[src/rtl/tau_pkg.sv]
package tau_pkg;
  typedef logic signed [15:0] temp_t;

  localparam int ST_W     = 10;
  localparam int OT_BIT   = 8;
  localparam int TEMP_BIT = 9;

  localparam logic [3:0] A_MODE  = 4'd0;
  localparam logic [3:0] A_TUP   = 4'd1;
  localparam logic [3:0] A_TLO   = 4'd2;
  localparam logic [3:0] A_OUP   = 4'd3;
  localparam logic [3:0] A_OLO   = 4'd4;
  localparam logic [3:0] A_STAT  = 4'd5;
  localparam logic [3:0] A_MASK  = 4'd6;
  localparam logic [3:0] A_EN    = 4'd7;
  localparam logic [3:0] A_DIS   = 4'd8;
  localparam logic [3:0] A_SUPEN = 4'd9;

  // hysteresis step: set at or above upper, release strictly below lower
  function automatic logic hyst_step(logic act, temp_t v, temp_t up, temp_t lo);
    if (!act) return (v >= up);
    else      return !(v < lo);
  endfunction

  // window: outside the closed band [lo, up]
  function automatic logic win_out(temp_t v, temp_t up, temp_t lo);
    return (v > up) || (v < lo);
  endfunction
endpackage

[src/rtl/tau_cmp.sv]
module tau_cmp
  import tau_pkg::*;
(
  input  logic  clk,
  input  logic  rst_n,
  input  logic  strobe,
  input  temp_t value,
  input  temp_t upper,
  input  temp_t lower,
  input  logic  hyst_mode,
  output logic  active
);
  logic next_act;

  always_comb begin
    if (hyst_mode) next_act = hyst_step(active, value, upper, lower);
    else           next_act = win_out(value, upper, lower);
  end

  always_ff @(posedge clk or negedge rst_n) begin
    if (!rst_n)      active <= 1'b0;
    else if (strobe) active <= next_act;
  end
endmodule

[src/rtl/tau_supply.sv]
module tau_supply #(
  parameter int NGRP = 5,
  parameter int GCH  = 4
) (
  input  logic [NGRP*GCH-1:0] cmp,
  input  logic [NGRP*GCH-1:0] en,
  output logic [NGRP-1:0]     grp
);
  for (genvar g = 0; g < NGRP; g++) begin : g_grp
    assign grp[g] = |(cmp[g*GCH +: GCH] & en[g*GCH +: GCH]);
  end
endmodule

[src/rtl/tau_irq.sv]
module tau_irq #(
  parameter int SW = 10
) (
  input  logic          clk,
  input  logic          rst_n,
  input  logic [SW-1:0] src,
  input  logic [SW-1:0] clr,
  input  logic [SW-1:0] en_set,
  input  logic [SW-1:0] dis_set,
  output logic [SW-1:0] status,
  output logic [SW-1:0] mask,
  output logic          irq
);
  logic [SW-1:0] pending;

  always_ff @(posedge clk or negedge rst_n) begin
    if (!rst_n) begin
      status <= '0;
      mask   <= '1;
    end else begin
      status <= (status & ~clr) | src;
      mask   <= (mask | dis_set) & ~en_set;
    end
  end

  assign pending = status & ~mask;
  assign irq     = |pending;
endmodule

[src/rtl/thermal_alarm_unit.sv]
module thermal_alarm_unit
  import tau_pkg::*;
#(
  parameter int NGRP = 5,
  parameter int GCH  = 4
) (
  input  logic                clk,
  input  logic                rst_n,
  input  logic                meas_valid,
  input  logic [15:0]         meas_value,
  input  logic [NGRP*GCH-1:0] sup_cmp,
  input  logic                reg_wr,
  input  logic [3:0]          reg_addr,
  input  logic [31:0]         reg_wdata,
  output logic [31:0]         reg_rdata,
  output logic                irq
);
  localparam int SUPW = NGRP * GCH;

  logic [1:0]    mode_q;
  temp_t         t_up, t_lo, o_up, o_lo;
  logic [SUPW-1:0] supen_q;
  logic          temp_act, ot_act;
  logic [NGRP-1:0] sup_grp;
  logic [ST_W-1:0] src, clr, en_set, dis_set, status, mask;

  // register writes
  always_ff @(posedge clk or negedge rst_n) begin
    if (!rst_n) begin
      mode_q  <= 2'b11;
      t_up    <= 16'sh2A80;
      t_lo    <= 16'sh2580;
      o_up    <= 16'sh3700;
      o_lo    <= 16'sh3200;
      supen_q <= '0;
    end else if (reg_wr) begin
      case (reg_addr)
        A_MODE:  mode_q  <= reg_wdata[1:0];
        A_TUP:   t_up    <= reg_wdata[15:0];
        A_TLO:   t_lo    <= reg_wdata[15:0];
        A_OUP:   o_up    <= reg_wdata[15:0];
        A_OLO:   o_lo    <= reg_wdata[15:0];
        A_SUPEN: supen_q <= reg_wdata[SUPW-1:0];
        default: ;
      endcase
    end
  end

  tau_cmp u_ot (
    .clk(clk), .rst_n(rst_n), .strobe(meas_valid), .value(meas_value),
    .upper(o_up), .lower(o_lo), .hyst_mode(mode_q[0]), .active(ot_act)
  );

  tau_cmp u_temp (
    .clk(clk), .rst_n(rst_n), .strobe(meas_valid), .value(meas_value),
    .upper(t_up), .lower(t_lo), .hyst_mode(mode_q[1]), .active(temp_act)
  );

  tau_supply #(.NGRP(NGRP), .GCH(GCH)) u_sup (
    .cmp(sup_cmp), .en(supen_q), .grp(sup_grp)
  );

  always_comb begin
    src = '0;
    src[NGRP-1:0]  = sup_grp;
    src[OT_BIT]    = ot_act;
    src[TEMP_BIT]  = temp_act;
  end

  assign clr     = (reg_wr && reg_addr == A_STAT) ? reg_wdata[ST_W-1:0] : '0;
  assign en_set  = (reg_wr && reg_addr == A_EN)   ? reg_wdata[ST_W-1:0] : '0;
  assign dis_set = (reg_wr && reg_addr == A_DIS)  ? reg_wdata[ST_W-1:0] : '0;

  tau_irq #(.SW(ST_W)) u_irq (
    .clk(clk), .rst_n(rst_n), .src(src), .clr(clr), .en_set(en_set),
    .dis_set(dis_set), .status(status), .mask(mask), .irq(irq)
  );

  // combinational read
  always_comb begin
    reg_rdata = '0;
    case (reg_addr)
      A_MODE:  reg_rdata[1:0]      = mode_q;
      A_TUP:   reg_rdata[15:0]     = t_up;
      A_TLO:   reg_rdata[15:0]     = t_lo;
      A_OUP:   reg_rdata[15:0]     = o_up;
      A_OLO:   reg_rdata[15:0]     = o_lo;
      A_STAT:  reg_rdata[ST_W-1:0] = status;
      A_MASK:  reg_rdata[ST_W-1:0] = mask;
      A_SUPEN: reg_rdata[SUPW-1:0] = supen_q;
      default: ;
    endcase
  end
endmodule

[config.mk]
export PLATFORM = sky130hd
export DESIGN_NAME = thermal_alarm_unit
export DESIGN_NICKNAME = d
export VERILOG_FILES = /design/src/rtl/tau_pkg.sv /design/src/rtl/tau_cmp.sv /design/src/rtl/tau_supply.sv /design/src/rtl/tau_irq.sv /design/src/rtl/thermal_alarm_unit.sv
export SDC_FILE = /design/constraint.sdc
export NUM_CORES = 1
export LEC_CHECK = 0
export BUFFER_PORTS_ARGS = -buffer_cell sky130_fd_sc_hd__buf_2
export CAP_MARGIN = 5
export CORE_UTILIZATION = 55
export DETAILED_ROUTE_END_ITERATION = 8
export MAX_ROUTING_LAYER = met4
export PLACE_DENSITY = 0.78
export SLEW_MARGIN = 15
export SYNTH_ARGS = -nofsm -noshare
export SYNTH_HDL_FRONTEND = slang
export SYNTH_HIERARCHICAL = 1
export SYNTH_SLANG_ARGS = --single-unit
export TNS_END_PERCENT = 5
[constraint.sdc]
create_clock -name clk -period 3 [get_ports clk]
set_input_delay 0 -clock clk [delete_from_list [all_inputs] [get_ports clk]]
set_output_delay 0 -clock clk [all_outputs]
set_load 0.02 [all_outputs]
==> out/qor.csv <==
stage,metric,value,unit
outcome,status,completed,
setup_path,worstPathArrival,2.77,ns
synthesis,yosys.area_share.xor_xnor,0,
sta,setup_violations,0,
clock_network,cts_tree,yes,
detailed_routing,antenna_left,0,
floorplan,rows,41,
sta,drv_slew,0,
detailed_routing,drt_iter0_markers,573,
synthesis,netlist.area_leader.share,0.2794,
floorplan,io_pins,109,
power_and_ir_drop,p_leak,0.003876,uW
run,cap_violations,0,
grt,grt_pass1_vias,5576,
clock_network,cts_buffers,9,
finish,final_cell_mix,"mux2_2, buf_2, dfrtp_1, inv_1, ha_1",
place,dp.cells,924,
finish,nFillCells,1005,
setup_path,end_kind,register,
setup_path,cp.required,3.23,ns
clock_network,htreeDepth,3,
synthesis,synth_area,7166,sq um
sta,period_share,0.8470,
synthesis,synth_edf_count,0,
min_path,hold_class,input port to register,
clock_network,cts_num_sinks,108,
grt,track_usage,0.3210,
finish,layout_commonest_cell,mux2_2,
synthesis,ys_warn_count,6,
synthesis,synth-simple-area-share,0.1486,
clock_network,clockBufferDepth,2,
sta,period_minus_slack,2.541,ns
clock_network,post_cts_buffers,0,
sta,slew_headroom,0.4761,
detailed_routing,post-route-drc-count,0,
clock_network,cts_resized,0,
place,portBuffers,84,
floorplan,coreArea,12670,sq um
synthesis,yosysTopAreaCell,dfrtp_1,
detailed_routing,viasPerCell,6.160,
sta,hold_violations,0,
sta,setup_tns,0,ns
setup_path,startpoint_type,register,
sta,worst_pin_slew,0.7858,ns
synthesis,synthFlopType,dfrtp_1,
detailed_routing,num_vias,5926,
floorplan,die_h,116.1,um
power_and_ir_drop,vdd_drop_max,0.0003891,V
synthesis,post_synth_inst_count,679,
finish,final_cells,962,
synthesis,synth_top_family_by_area,multiplexers,
clock_network,clk_pin_slew,0.07,ns
detailed_routing,totalWireLength,20.10,mm
synthesis,yosys.area_share.adder,0.1083,
finish,drive_gt1_frac,0.3257,
synthesis,seq_area_frac_synth,0.3820,
detailed_routing,wire_per_inst,20.90,um
grt,grt_max_degree,87,
grt,grt-ovfl-total,0,
clock_network,clk_latency,0.36,ns
floorplan,die_width,116.1,um
finish,syn_to_final_growth,14.68,%
synthesis,synth_compound_area_frac,0.1182,
place,place.gp.congestion,0.9587,
synthesis,ys_ff_latch,108,
synthesis,syn_avg_cell_area,10.55,sq um
clock_network,clockRootBuffer,clkbuf_16,
synthesis,synth.mux.area_fraction,0.1673,
grt,antenna_found_initial,1,
grt,grt_pass1_wl,30.90,mm
finish,final_nets,922,
setup_path,critPathMaxFanout,4,
power_and_ir_drop,cellPowerDensity,590.2,nW/um^2
detailed_routing,drtPass1Iterations,6,
synthesis,yosys-top-cells-area,"dfrtp_1, mux2_2, ha_1, dfstp_2, inv_1",
place,hpwl,14.63,mm
sta,rsz0062_at_grt,no,
clock_network,holdBufCountCts,21,
floorplan,start_util,0.5655,
sta,finClkSkew,0.008709,ns
place,placed_area,7697,sq um
finish,final_area,8218,sq um
synthesis,async_flop_share,1.000,
setup_path,criticalPathCategory,register to register,
floorplan,die_area,13490,sq um
synthesis,synth.distinct_cells,61,
sta,fmax,393.5,MHz
==> synthesized netlist by cell type (9+ instances only) <==
| library cell | n |
|---|---|
| a21oi_1 | 22 |
| a22oi_1 | 22 |
| a32oi_1 | 14 |
| and2_1 | 34 |
| buf_4 | 17 |
| dfrtp_1 | 80 |
| dfstp_2 | 28 |
| ha_1 | 62 |
| inv_1 | 76 |
| mux2_2 | 96 |
| nand2_1 | 27 |
| nor2_1 | 35 |
| o221ai_1 | 9 |
==> registers in the layout (all words and copies together), names as in the netlist <==
register	count
u_irq/status	10
t_lo	16
u_irq/mask	10
o_up	16
t_up	16
supen_q	20
u_ot/active	1
u_temp/active	1
mode_q	2
o_lo	16
==> through the flow <==
step / power (uW) / hold WS (ns) / setup slack [ns] / utilization
detailed placement: 3550 / 0.2390 / 0.4843 / 0.6075
CTS: 4817 / 0.001023 / 0.4652 / 0.6481
floorplan: 3042 / -0.2956 / 0.7604 / -
finish: 4850 / 0.003685 / 0.4589 / 0.6486
global route: 5087 / 0.01231 / 0.2704 / 0.6486
global placement: 3463 / 0.2311 / 0.5993 / 0.6075
==> per-layer routing <==
metal  GRT usage  vias to the layer above  share of wire
met3     0.06487                       35          0.083
li1            -                     2645              -
met2      0.4770                      312           0.46
met5           -                        -              0
met1      0.4312                     2934           0.43
met4      0.1282                        0          0.026
==> power breakdown <==
group	internal (uW)	switching, uW	leakage (uW)
logic	681	762	0.00250
registers	1840	326	0.00124
clock network	673	565	0.000138
total	3200	1650	0.00388
==> critical path, stage by stage, from the launching register on <==
cell	delay (ns)
dfstp_2	0.57
inv_1	0.05
ha_1	0.30
nand4_2	0.16
nor4_2	0.33
o21ai_1	0.11
nand3_1	0.10
mux2_1	0.35
nor4b_1	0.33
nor4_1	0.11
==> cell type report <==
cell class	instances	area, sq um	area share
sequential	108	2738	0.3331
inverter	77	289.0	0.03517
tap	172	215.2	0.02619
timing repair buffer	117	726.9	0.08846
antenna	1	2.502	0.0003045
clock buffer	11	242.7	0.02954
clock inverter	5	61.31	0.007460
multi-input combinational	471	3943	0.4798
==> path summary, 6_finish.rpt <==
check | from | to | slack [ns] | cells after the start
worst max-delay path | t_up[13] | u_temp/active | 0.46 | 9
worst min-delay path | sup_cmp[9] | u_irq/status[2] | 0.004 | 4
worst max register to register | t_up[13] | u_temp/active | 0.46 | 9
worst min register to register | u_irq/mask[1] | u_irq/mask[1] | 0.51 | 2
max in group asynchronous | rst_n | o_up[13] | 1.99 | 3
min in group asynchronous | rst_n | t_up[4] | 0.25 | 2
==> kinds of logic after synthesis <==
kind of cell	count (synthesis)
other	1
buffers and inverters	114
AO/OA/AOI/OAI	116
flip-flops	108
AND/OR/NAND/NOR	173
multiplexers	105
adder cells (fa/ha/maj)	62
No activity file was read; power rests on OpenSTA's default activity.
